--- src/rtl/mdrop_pkg.sv ---
`timescale 1ns/1ps
// Shared types and register layout for the multidrop receiver.
// Assumes a single clock domain; the bus and line inputs are synchronous.
package mdrop_pkg;
    localparam int DATA_W = 8;

    // One received character: address flag above the data byte.
    typedef struct packed {
        logic              flag;
        logic [DATA_W-1:0] data;
    } mdrop_word_t;

    localparam int WORD_W = $bits(mdrop_word_t);

    typedef enum logic [1:0] {
        S_IDLE,
        S_START,
        S_BITS,
        S_STOP
    } rx_state_t;

    localparam logic [1:0] REG_CTRL = 2'd0;
    localparam logic [1:0] REG_STAT = 2'd1;
    localparam logic [1:0] REG_BUF  = 2'd2;

    localparam int CTRL_EN   = 0;
    localparam int CTRL_SYNC = 1;
    localparam int CTRL_FILT = 2;
    localparam int CTRL_PACK = 3;
    localparam int CTRL_W    = 4;
endpackage

--- src/rtl/mdrop_rx_deser.sv ---
`timescale 1ns/1ps
// Oversampled deserialiser. It finds a falling edge, confirms the start bit
// at its midpoint, then samples the data bits, the flag and the stop bit at
// their centres. Assumes rx is already synchronised and os_tick is one cycle
// wide. Emits a one-cycle frame strobe carrying the word and a stop-bit error.
module mdrop_rx_deser
    import mdrop_pkg::*;
#(
    parameter int OS = 16
) (
    input  logic        clk,
    input  logic        rst_n,
    input  logic        enable,
    input  logic        os_tick,
    input  logic        rx,
    output logic        frm_valid,
    output mdrop_word_t frm_word,
    output logic        frm_ferr
);
    localparam int CW   = $clog2(OS);
    localparam int HALF = OS / 2;
    localparam int BW   = $clog2(DATA_W + 1);

    rx_state_t         state;
    logic [CW-1:0]     cnt;
    logic [BW-1:0]     bidx;
    logic [WORD_W-1:0] shreg;

    // Frame state machine: start check, bit sampling, stop check.
    always_ff @(posedge clk) begin
        if (!rst_n) begin
            state     <= S_IDLE;
            cnt       <= '0;
            bidx      <= '0;
            shreg     <= '0;
            frm_valid <= 1'b0;
            frm_word  <= '0;
            frm_ferr  <= 1'b0;
        end else begin
            frm_valid <= 1'b0;
            if (!enable) begin
                state <= S_IDLE;
            end else if (os_tick) begin
                case (state)
                    S_IDLE: begin
                        if (!rx) begin
                            state <= S_START;
                            cnt   <= '0;
                        end
                    end
                    S_START: begin
                        if (cnt == CW'(HALF - 1)) begin
                            cnt  <= '0;
                            bidx <= '0;
                            state <= rx ? S_IDLE : S_BITS;
                        end else begin
                            cnt <= cnt + 1'b1;
                        end
                    end
                    S_BITS: begin
                        if (cnt == CW'(OS - 1)) begin
                            cnt   <= '0;
                            shreg <= {rx, shreg[WORD_W-1:1]};
                            if (bidx == BW'(DATA_W)) state <= S_STOP;
                            else                     bidx  <= bidx + 1'b1;
                        end else begin
                            cnt <= cnt + 1'b1;
                        end
                    end
                    S_STOP: begin
                        if (cnt == CW'(OS - 1)) begin
                            frm_valid <= 1'b1;
                            frm_ferr  <= !rx;
                            frm_word  <= shreg;
                            state     <= S_IDLE;
                        end else begin
                            cnt <= cnt + 1'b1;
                        end
                    end
                    default: state <= S_IDLE;
                endcase
            end
        end
    end
endmodule

--- src/rtl/mdrop_rx_store.sv ---
`timescale 1ns/1ps
// Acceptance filter, packing and receive buffer. It drops data frames while
// the filter is on, places words in the whole buffer or in one of its halves,
// and keeps the data-ready, overrun, framing and address-detect flags.
// Assumes frm_valid is a one-cycle strobe. When a word arrives in the same
// cycle as a read or a clear, the word's update wins.
module mdrop_rx_store
    import mdrop_pkg::*;
#(
    parameter int BUF_W = 32
) (
    input  logic             clk,
    input  logic             rst_n,
    input  logic             frm_valid,
    input  mdrop_word_t      frm_word,
    input  logic             frm_ferr,
    input  logic             afilt,
    input  logic             pack,
    input  logic             sync,
    input  logic             rd_buf,
    input  logic             rd_stat,
    output logic [BUF_W-1:0] rxbuf,
    output logic             acc_we,
    output logic             dr,
    output logic             ovr,
    output logic             ferr,
    output logic             adet
);
    localparam int HW = BUF_W / 2;

    logic          upper;
    logic          eff_upper;
    logic          word_done;
    logic [HW-1:0] ext;

    // Acceptance, effective half-word select and word completion.
    always_comb begin
        acc_we    = frm_valid && !frm_ferr && (!afilt || frm_word.flag);
        eff_upper = pack && !sync && upper;
        word_done = acc_we && (!pack || eff_upper);
        ext       = {{(HW - WORD_W){1'b0}}, frm_word};
    end

    // Half-word pointer and buffer contents.
    always_ff @(posedge clk) begin
        if (!rst_n) begin
            upper <= 1'b0;
            rxbuf <= '0;
        end else begin
            if (!pack)       upper <= 1'b0;
            else if (acc_we) upper <= !eff_upper;
            else if (sync)   upper <= 1'b0;
            if (acc_we) begin
                if (!pack)          rxbuf <= {{(BUF_W - WORD_W){1'b0}}, frm_word};
                else if (eff_upper) rxbuf[BUF_W-1:HW] <= ext;
                else                rxbuf <= {{(BUF_W - HW){1'b0}}, ext};
            end
        end
    end

    // Status flags: sets take precedence over read clears.
    always_ff @(posedge clk) begin
        if (!rst_n) begin
            dr   <= 1'b0;
            ovr  <= 1'b0;
            ferr <= 1'b0;
            adet <= 1'b0;
        end else begin
            if (word_done)   dr <= 1'b1;
            else if (rd_buf) dr <= 1'b0;
            if (acc_we && dr && !rd_buf) ovr <= 1'b1;
            else if (rd_stat)            ovr <= 1'b0;
            if (frm_valid && frm_ferr) ferr <= 1'b1;
            else if (rd_stat)          ferr <= 1'b0;
            if (acc_we && frm_word.flag) adet <= 1'b1;
            else if (rd_buf)             adet <= 1'b0;
        end
    end
endmodule

--- src/rtl/mdrop_rx.sv ---
`timescale 1ns/1ps
// Top level of the multidrop receiver. It holds the control register,
// decodes the read and write strobes and muxes the read data. It assumes
// one strobe per access; a read's side effects happen on the edge that
// ends the strobe.
module mdrop_rx
    import mdrop_pkg::*;
#(
    parameter int OS    = 16,
    parameter int BUF_W = 32
) (
    input  logic              clk,
    input  logic              rst_n,
    input  logic              rx_line,
    input  logic              os_tick,
    input  logic              bus_wr,
    input  logic              bus_rd,
    input  logic [1:0]        bus_addr,
    input  logic [CTRL_W-1:0] bus_wdata,
    output logic [BUF_W-1:0]  bus_rdata,
    output logic              irq_rx,
    output logic              irq_addr
);
    logic             rxen, afilt, pack, sync;
    logic             rd_buf, rd_stat;
    logic             frm_valid, frm_ferr, acc_we;
    mdrop_word_t      frm_word;
    logic [BUF_W-1:0] rxbuf;
    logic             dr, ovr, ferr, adet;

    // Strobe decode for the sync pulse and the read side effects.
    always_comb begin
        sync    = bus_wr && bus_addr == REG_CTRL && bus_wdata[CTRL_SYNC];
        rd_buf  = bus_rd && bus_addr == REG_BUF;
        rd_stat = bus_rd && bus_addr == REG_STAT;
    end

    // Control register; the sync bit is never stored.
    always_ff @(posedge clk) begin
        if (!rst_n) begin
            rxen  <= 1'b0;
            afilt <= 1'b0;
            pack  <= 1'b0;
        end else if (bus_wr && bus_addr == REG_CTRL) begin
            rxen  <= bus_wdata[CTRL_EN];
            afilt <= bus_wdata[CTRL_FILT];
            pack  <= bus_wdata[CTRL_PACK];
        end
    end

    mdrop_rx_deser #(.OS(OS)) i_deser (
        .clk       (clk),
        .rst_n     (rst_n),
        .enable    (rxen),
        .os_tick   (os_tick),
        .rx        (rx_line),
        .frm_valid (frm_valid),
        .frm_word  (frm_word),
        .frm_ferr  (frm_ferr)
    );

    mdrop_rx_store #(.BUF_W(BUF_W)) i_store (
        .clk       (clk),
        .rst_n     (rst_n),
        .frm_valid (frm_valid),
        .frm_word  (frm_word),
        .frm_ferr  (frm_ferr),
        .afilt     (afilt),
        .pack      (pack),
        .sync      (sync),
        .rd_buf    (rd_buf),
        .rd_stat   (rd_stat),
        .rxbuf     (rxbuf),
        .acc_we    (acc_we),
        .dr        (dr),
        .ovr       (ovr),
        .ferr      (ferr),
        .adet      (adet)
    );

    // Read data mux.
    always_comb begin
        case (bus_addr)
            REG_CTRL: bus_rdata = BUF_W'({pack, afilt, 1'b0, rxen});
            REG_STAT: bus_rdata = BUF_W'({adet, ferr, ovr, dr});
            REG_BUF:  bus_rdata = rxbuf;
            default:  bus_rdata = '0;
        endcase
    end

    assign irq_rx   = dr;
    assign irq_addr = adet;
endmodule

--- config.mk ---
export PLATFORM = sky130hd
export DESIGN_NAME = mdrop_rx
export DESIGN_NICKNAME = d
export VERILOG_FILES = /design/src/rtl/mdrop_pkg.sv /design/src/rtl/mdrop_rx_deser.sv /design/src/rtl/mdrop_rx_store.sv /design/src/rtl/mdrop_rx.sv
export SDC_FILE = /design/constraint.sdc
export NUM_CORES = 1
export LEC_CHECK = 0
export ABC_AREA = 0
export BUFFER_PORTS_ARGS = -buffer_cell sky130_fd_sc_hd__buf_2
export CAP_MARGIN = 20
export CORE_MARGIN = 2
export CORE_UTILIZATION = 60
export DETAILED_ROUTE_END_ITERATION = 7
export PLACE_DENSITY = 0.84
export SYNTH_ARGS = -nofsm -noshare
export SYNTH_HDL_FRONTEND = slang
export SYNTH_SLANG_ARGS = --single-unit
--- constraint.sdc ---
create_clock -name clk -period 4.4 [get_ports clk]
set_input_delay 0.44 -clock clk [delete_from_list [all_inputs] [get_ports clk]]
set_output_delay 0.44 -clock clk [all_outputs]
set_load 0.05 [all_outputs]
## Word level (Yosys, flattened, before mapping)

Cells that the tools add are included.

- Register bits after elaboration: 70
- Bits in latches: 0
- RAM bits: 0
- ROM bits: 0
- Input bits: 12
- Output and inout bits: 34
- Word-level logic and storage cells: 104
- Memories kept: 0

- Add/sub/neg operators: 2
- Multipliers: 0
- Div/mod/pow operators: 0
- Magnitude comparators: 0
- Eq/ne operators: 16
- Shift operators: 0
- Mux-type cells: 29
- Bitwise gates (word level): 0
- Reduce and logical (&&, ||, !) cells: 39

Operator list:

| kind | count |
|---|---|
| 32-bit one-hot mux with 3 select lines | 1 |
| 32-bit two-way mux | 1 |
| 4-bit two-way mux | 7 |
| 16-bit two-way mux | 1 |
| 4-bit one-hot mux with 4 select lines | 1 |
| 4-bit AND reduction | 4 |
| 1-bit logical AND | 13 |
| 2-bit two-way mux | 6 |
| 6-bit AND reduction | 2 |
| 2-bit nonzero test | 6 |
| 1-bit two-way mux | 9 |
| 9-bit two-way mux | 1 |
| 4-bit by 1-bit adder with 4-bit output, second input constant | 2 |
| 4-bit == test, second input constant | 2 |
| 2-bit by 1-bit != test with 1-bit output, second input constant | 4 |
| 2-bit != test, second input constant | 4 |
| 2-bit one-hot mux with 4 select lines | 1 |
| 4-bit one-hot mux with 2 select lines | 1 |
| 1-bit logical NOT | 7 |
| 2-bit == test, second input constant | 3 |
| 2-bit AND reduction | 3 |
| 2-bit by 1-bit == test with 1-bit output, second input constant | 2 |
| 4-bit by 3-bit == test with 1-bit output, second input constant | 1 |
| 2-bit logical NOT | 2 |
| 1-bit logical OR | 2 |

## Longest topological paths before layout

- Depth after elaboration: 9
- Depth in mapped cells: 6

## Cells and area by module

A second synthesis with hierarchy kept.

- Cell total of the unflattened synthesis: 323
- Area, all modules: 2959.1 um2

By module, submodules not included:

| module | times used | cells each | area an instance (um2) | seq. area each (um2) |
|---|---|---|---|---|
| mdrop_rx_deser | 1 | 142 | 1416.4 | 600.6 |
| mdrop_rx_store | 1 | 124 | 1089.8 | 460.4 |
| mdrop_rx | 1 | 57 | 452.9 | 60.1 |

## Least setup slack after synthesis

Ideal clock, no wire load.

- Path type: input to output
- Start: input bus_addr[1]
- End: output bus_rdata[0]
- Data arrival time: 1.814 ns
- Required time: 3.960 ns
- Path slack: 2.146 ns
- Stages on the path: 3
- Buffers on the path: 1
- Cell sequence: buf_2 -> mux2i_1 -> o21ai_0

- Longest elaborated chain between the ends: 2

RTL lines:

| what | RTL line | RTL |
|---|---|---|
| start, declared | mdrop_rx.sv:18 | `input logic [1:0] bus_addr,` |
| 2-bit == test (tied with other cells) | mdrop_rx.sv:83 | `case (bus_addr)` |
| 32-bit one-hot mux with 3 select lines (*) | mdrop_rx.sv:83 |  |
| end, declared | mdrop_rx.sv:20 | `output logic [BUF_W-1:0] bus_rdata,` |

Every way passes the cells marked *; elsewhere a longest branch is shown, timed or not.

## Worst setup path in the final report

- Start: input bus_addr[1]
- End: output bus_rdata[1]

The elaborated chain is that of the path after synthesis.

==> impl_metrics.json <==
{
  "status": "complete, no violations",
  "clkSinkCount": 56,
  "setup_viol": 0,
  "postCtsHoldBufs": 0,
  "busiest_layer": "met2",
  "pin_count": 46,
  "grt_use_met2_pct": 32.8,
  "critPathLaunchType": "input port",
  "drv_slew": 0,
  "synth_area_mm2": 0.00276,
  "n_fill_cell": 357,
  "grt_max_degree": 51,
  "syn2layout_area_growth_pct": 7.31,
  "worstPathRequired_ns": 3.96,
  "p_leak_nw": 1.24,
  "drc": 0,
  "synth_cell_type_count": 49,
  "yosysTopAreaCell": "dfxtp_1",
  "drtIter0Drc": 89,
  "ys_ff_latch": 56,
  "max_freq_mhz": 457,
  "seqPwrFrac_pct": 56.5,
  "wire_per_inst_um": 13.2,
  "synth-main-ff-cell": "dfxtp_1",
  "antenna_found_initial": 0,
  "via_per_inst": 5.59,
  "syn-mean-instance-area_um2": 9.06,
  "tns_ns": 0,
  "cp.arrival_ns": 1.75,
  "yosysWarnings": 0,
  "synth_cells": 304,
  "overflow": 0,
  "yosysMostFrequentCell": "dfxtp_1",
  "ctsLongestPathBuffers": 2,
  "design.core.area_mm2": 0.00438,
  "cpMostUsedCell": "buf_2",
  "layout_setup_ws_ns": 2.21,
  "p_int_uw": 693,
  "cts_resized": 0,
  "end_kind": "output pin",
  "post_cts_buffers": 0,
  "initial_utilization_pct": 62.8,
  "vdd.ir_drop.worst_v": 0.000142,
  "cp-startpoint": "bus_addr[1]",
  "die_x_um": 71.8,
  "finalNetCount": 341,
  "slowest_stage": "nor2b_1",
  "place.port_buffers": 31,
  "r2r_cells": 5,
  "dieArea_mm2": 0.00515,
  "power_frac_clock_pct": 37.1,
  "synth_edf_count": 0,
  "path_max_fanout": 16,
  "ys_top_cells_by_area": "dfxtp_1 (41%), mux2i_1 (11%), nor2b_1 (6.1%), buf_4 (5.2%), nand2_1 (4.4%)",
  "maxCapViolations": 0,
  "cts_buffers": 5,
  "clock_skew_ns": 0.00437,
  "vias": 2118,
  "synth_top_area_share_pct": 40.7,
  "timing.final.crit_share_pct": 49.7,
  "crit_chain": "buf_2, nor2b_1, a22o_1, buf_2",
  "reg2reg_slack_ns": 2.37,
  "finalCriticalPeriod_ns": 2.19,
  "hp-class": "input port to flip-flop",
  "hpwl_um": 3490,
  "cts_tree": "built",
  "cts_max_level": 2,
  "yosys-top-cells-count": "dfxtp_1 (56), nand2_1 (32), mux2i_1 (31)",
  "worst_pin_slew_ns": 0.740,
  "cts-root-buf": "clkbuf_8",
  "crit_type": "input port to output pin",
  "ys_seq_area_share_pct": 40.7,
  "drt_pre_antenna_iters": 4,
  "diodes": 0,
  "place_ws_ns": 2.20,
  "finalHoldViolCount": 0,
  "p_switching_uw": 208,
  "endpoint": "bus_rdata[1]",
  "grt_pass1_wl_um": 8360,
  "met1_usage_pct": 27.4,
  "grt_use_met3_pct": 3.80,
  "worst_path_largest_cell_delay_ns": 0.63,
  "power.density_mw_per_mm2": 305,
  "worstReg2RegEnd": "i_deser.frm_word[3]",
  "gp_congestion": 0.841,
  "comb_power_share_pct": 6.4,
  "die_h_um": 71.8,
  "drive_above_1_share_pct": 14.1,
  "track_usage_pct": 20.3,
  "routed_wl_um": 5010,
  "path_clk_slew_ns": 0.09,
  "swShare_pct": 23.1,
  "fp-row-count": 24,
  "relSlewSlack_pct": 50.6,
  "ant_nets": 0,
  "rsz0062_at_grt": "no",
  "timing.rr.start": "i_deser.cnt[0]",
  "grt_pass1_vias": 1813,
  "clk_latency_ns": 0.31,
  "synthArstFlopShare_pct": 0
}
## metal layers
metal,share of wire (%),wire (um)
met3,4.9,248
met2,47,2370
met4,1.6,78
met5,0,0
met1,46,2310
## flip-flops by register name, indices dropped and copies added, names as in the netlist, named ones only
signal,count
afilt,1
i_deser.bidx,4
i_deser.cnt,4
i_deser.frm_ferr,1
i_deser.frm_valid,1
i_deser.frm_word,9
i_deser.shreg,9
i_deser.state,1
i_store.adet,1
i_store.dr,1
i_store.ferr,1
i_store.ovr,1
i_store.rxbuf,18
i_store.upper,1
pack,1
rxen,1
## through the flow
stage,instances,utilization (%),cell area [um2],power [mW],hold WS (ns)
CTS,379,67.4,2960,0.909,0.370
finish,379,67.4,2960,0.901,0.376
global placement,371,64.9,2850,0.578,0.451
detailed placement,371,64.9,2850,0.578,0.476
floorplan,317,-,2800,0.577,0.441
global route,379,67.4,2960,0.932,0.409
## power by group through the flow
stage	Clock [mW]	Sequential, mW	Combinational, mW
global placement	0	0.521	0.0570
global route	0.361	0.509	0.0617
floorplan	0	0.520	0.0567
detailed placement	0	0.521	0.0575
finish	0.334	0.509	0.0578
CTS	0.342	0.509	0.0577
## layout make-up
| type | instances | area (um2) | area share [%] |
|---|---|---|---|
| Multi-Input combinational cell | 223 | 1460 | 49.5 |
| Sequential cell | 56 | 1120 | 37.9 |
| Timing Repair Buffer | 33 | 170 | 5.76 |
| Clock buffer | 6 | 72.6 | 2.45 |
| Tap cell | 52 | 65.1 | 2.20 |
| Clock inverter | 2 | 38.8 | 1.31 |
| Inverter | 7 | 26.3 | 0.889 |
## layout by cell type, fill, tap and decap left out, types with 2 or more instances in the layout
master / instances
mux2i_1: 31
buf_2: 31
o21a_1: 2
nand4_1: 4
dfxtp_1: 56
nand2_1: 32
or4_1: 2
nand3b_1: 2
nor2b_1: 27
clkbuf_8: 5
a22oi_1: 2
buf_4: 2
and3_1: 2
and2_1: 15
nand2b_1: 2
a21o_1: 3
a21oi_1: 8
conb_1: 14
and4_1: 2
a21boi_0: 15
inv_1: 7
nand3_1: 3
nor2_1: 14
o21ai_0: 12
nor3_1: 2
nor3b_1: 2
ha_1: 3
nor4_1: 2
## worst min-delay path by stage
| stage | depth (start not counted) | to | from |
|---|---|---|---|
| global route | 3 | pack | bus_wdata[3] |
| detailed placement | 2 | i_deser.shreg[0] | i_deser.shreg[0] |
| global placement | 2 | i_deser.shreg[0] | i_deser.shreg[0] |
| CTS | 3 | afilt | bus_wdata[2] |
| finish | 3 | afilt | bus_wdata[2] |
| floorplan | 2 | i_deser.shreg[0] | i_deser.shreg[0] |
## critical path: cells and delay by family
kind            cells  cell delay [ns]
buf+inv             2             0.43
simple gates        1             0.63
compound gates      1             0.24
## logic make-up (layout without fill, tap and decap cells)
family | count (synthesis) | after routing | share of synthesized area, %
AO/OA/AOI/OAI | 54 | 54 | 13.5
AND/OR/NAND/NOR | 120 | 120 | 24.8
XOR/XNOR | 1 | 1 | 0.318
multiplexers | 31 | 31 | 11.3
other | 1 | 14 | 0.136
buffers and inverters | 38 | 48 | 7.99
adder cells (fa/ha/maj) | 3 | 3 | 1.36
flip-flops | 56 | 56 | 40.7
No activity file was read; power rests on OpenSTA's default activity.
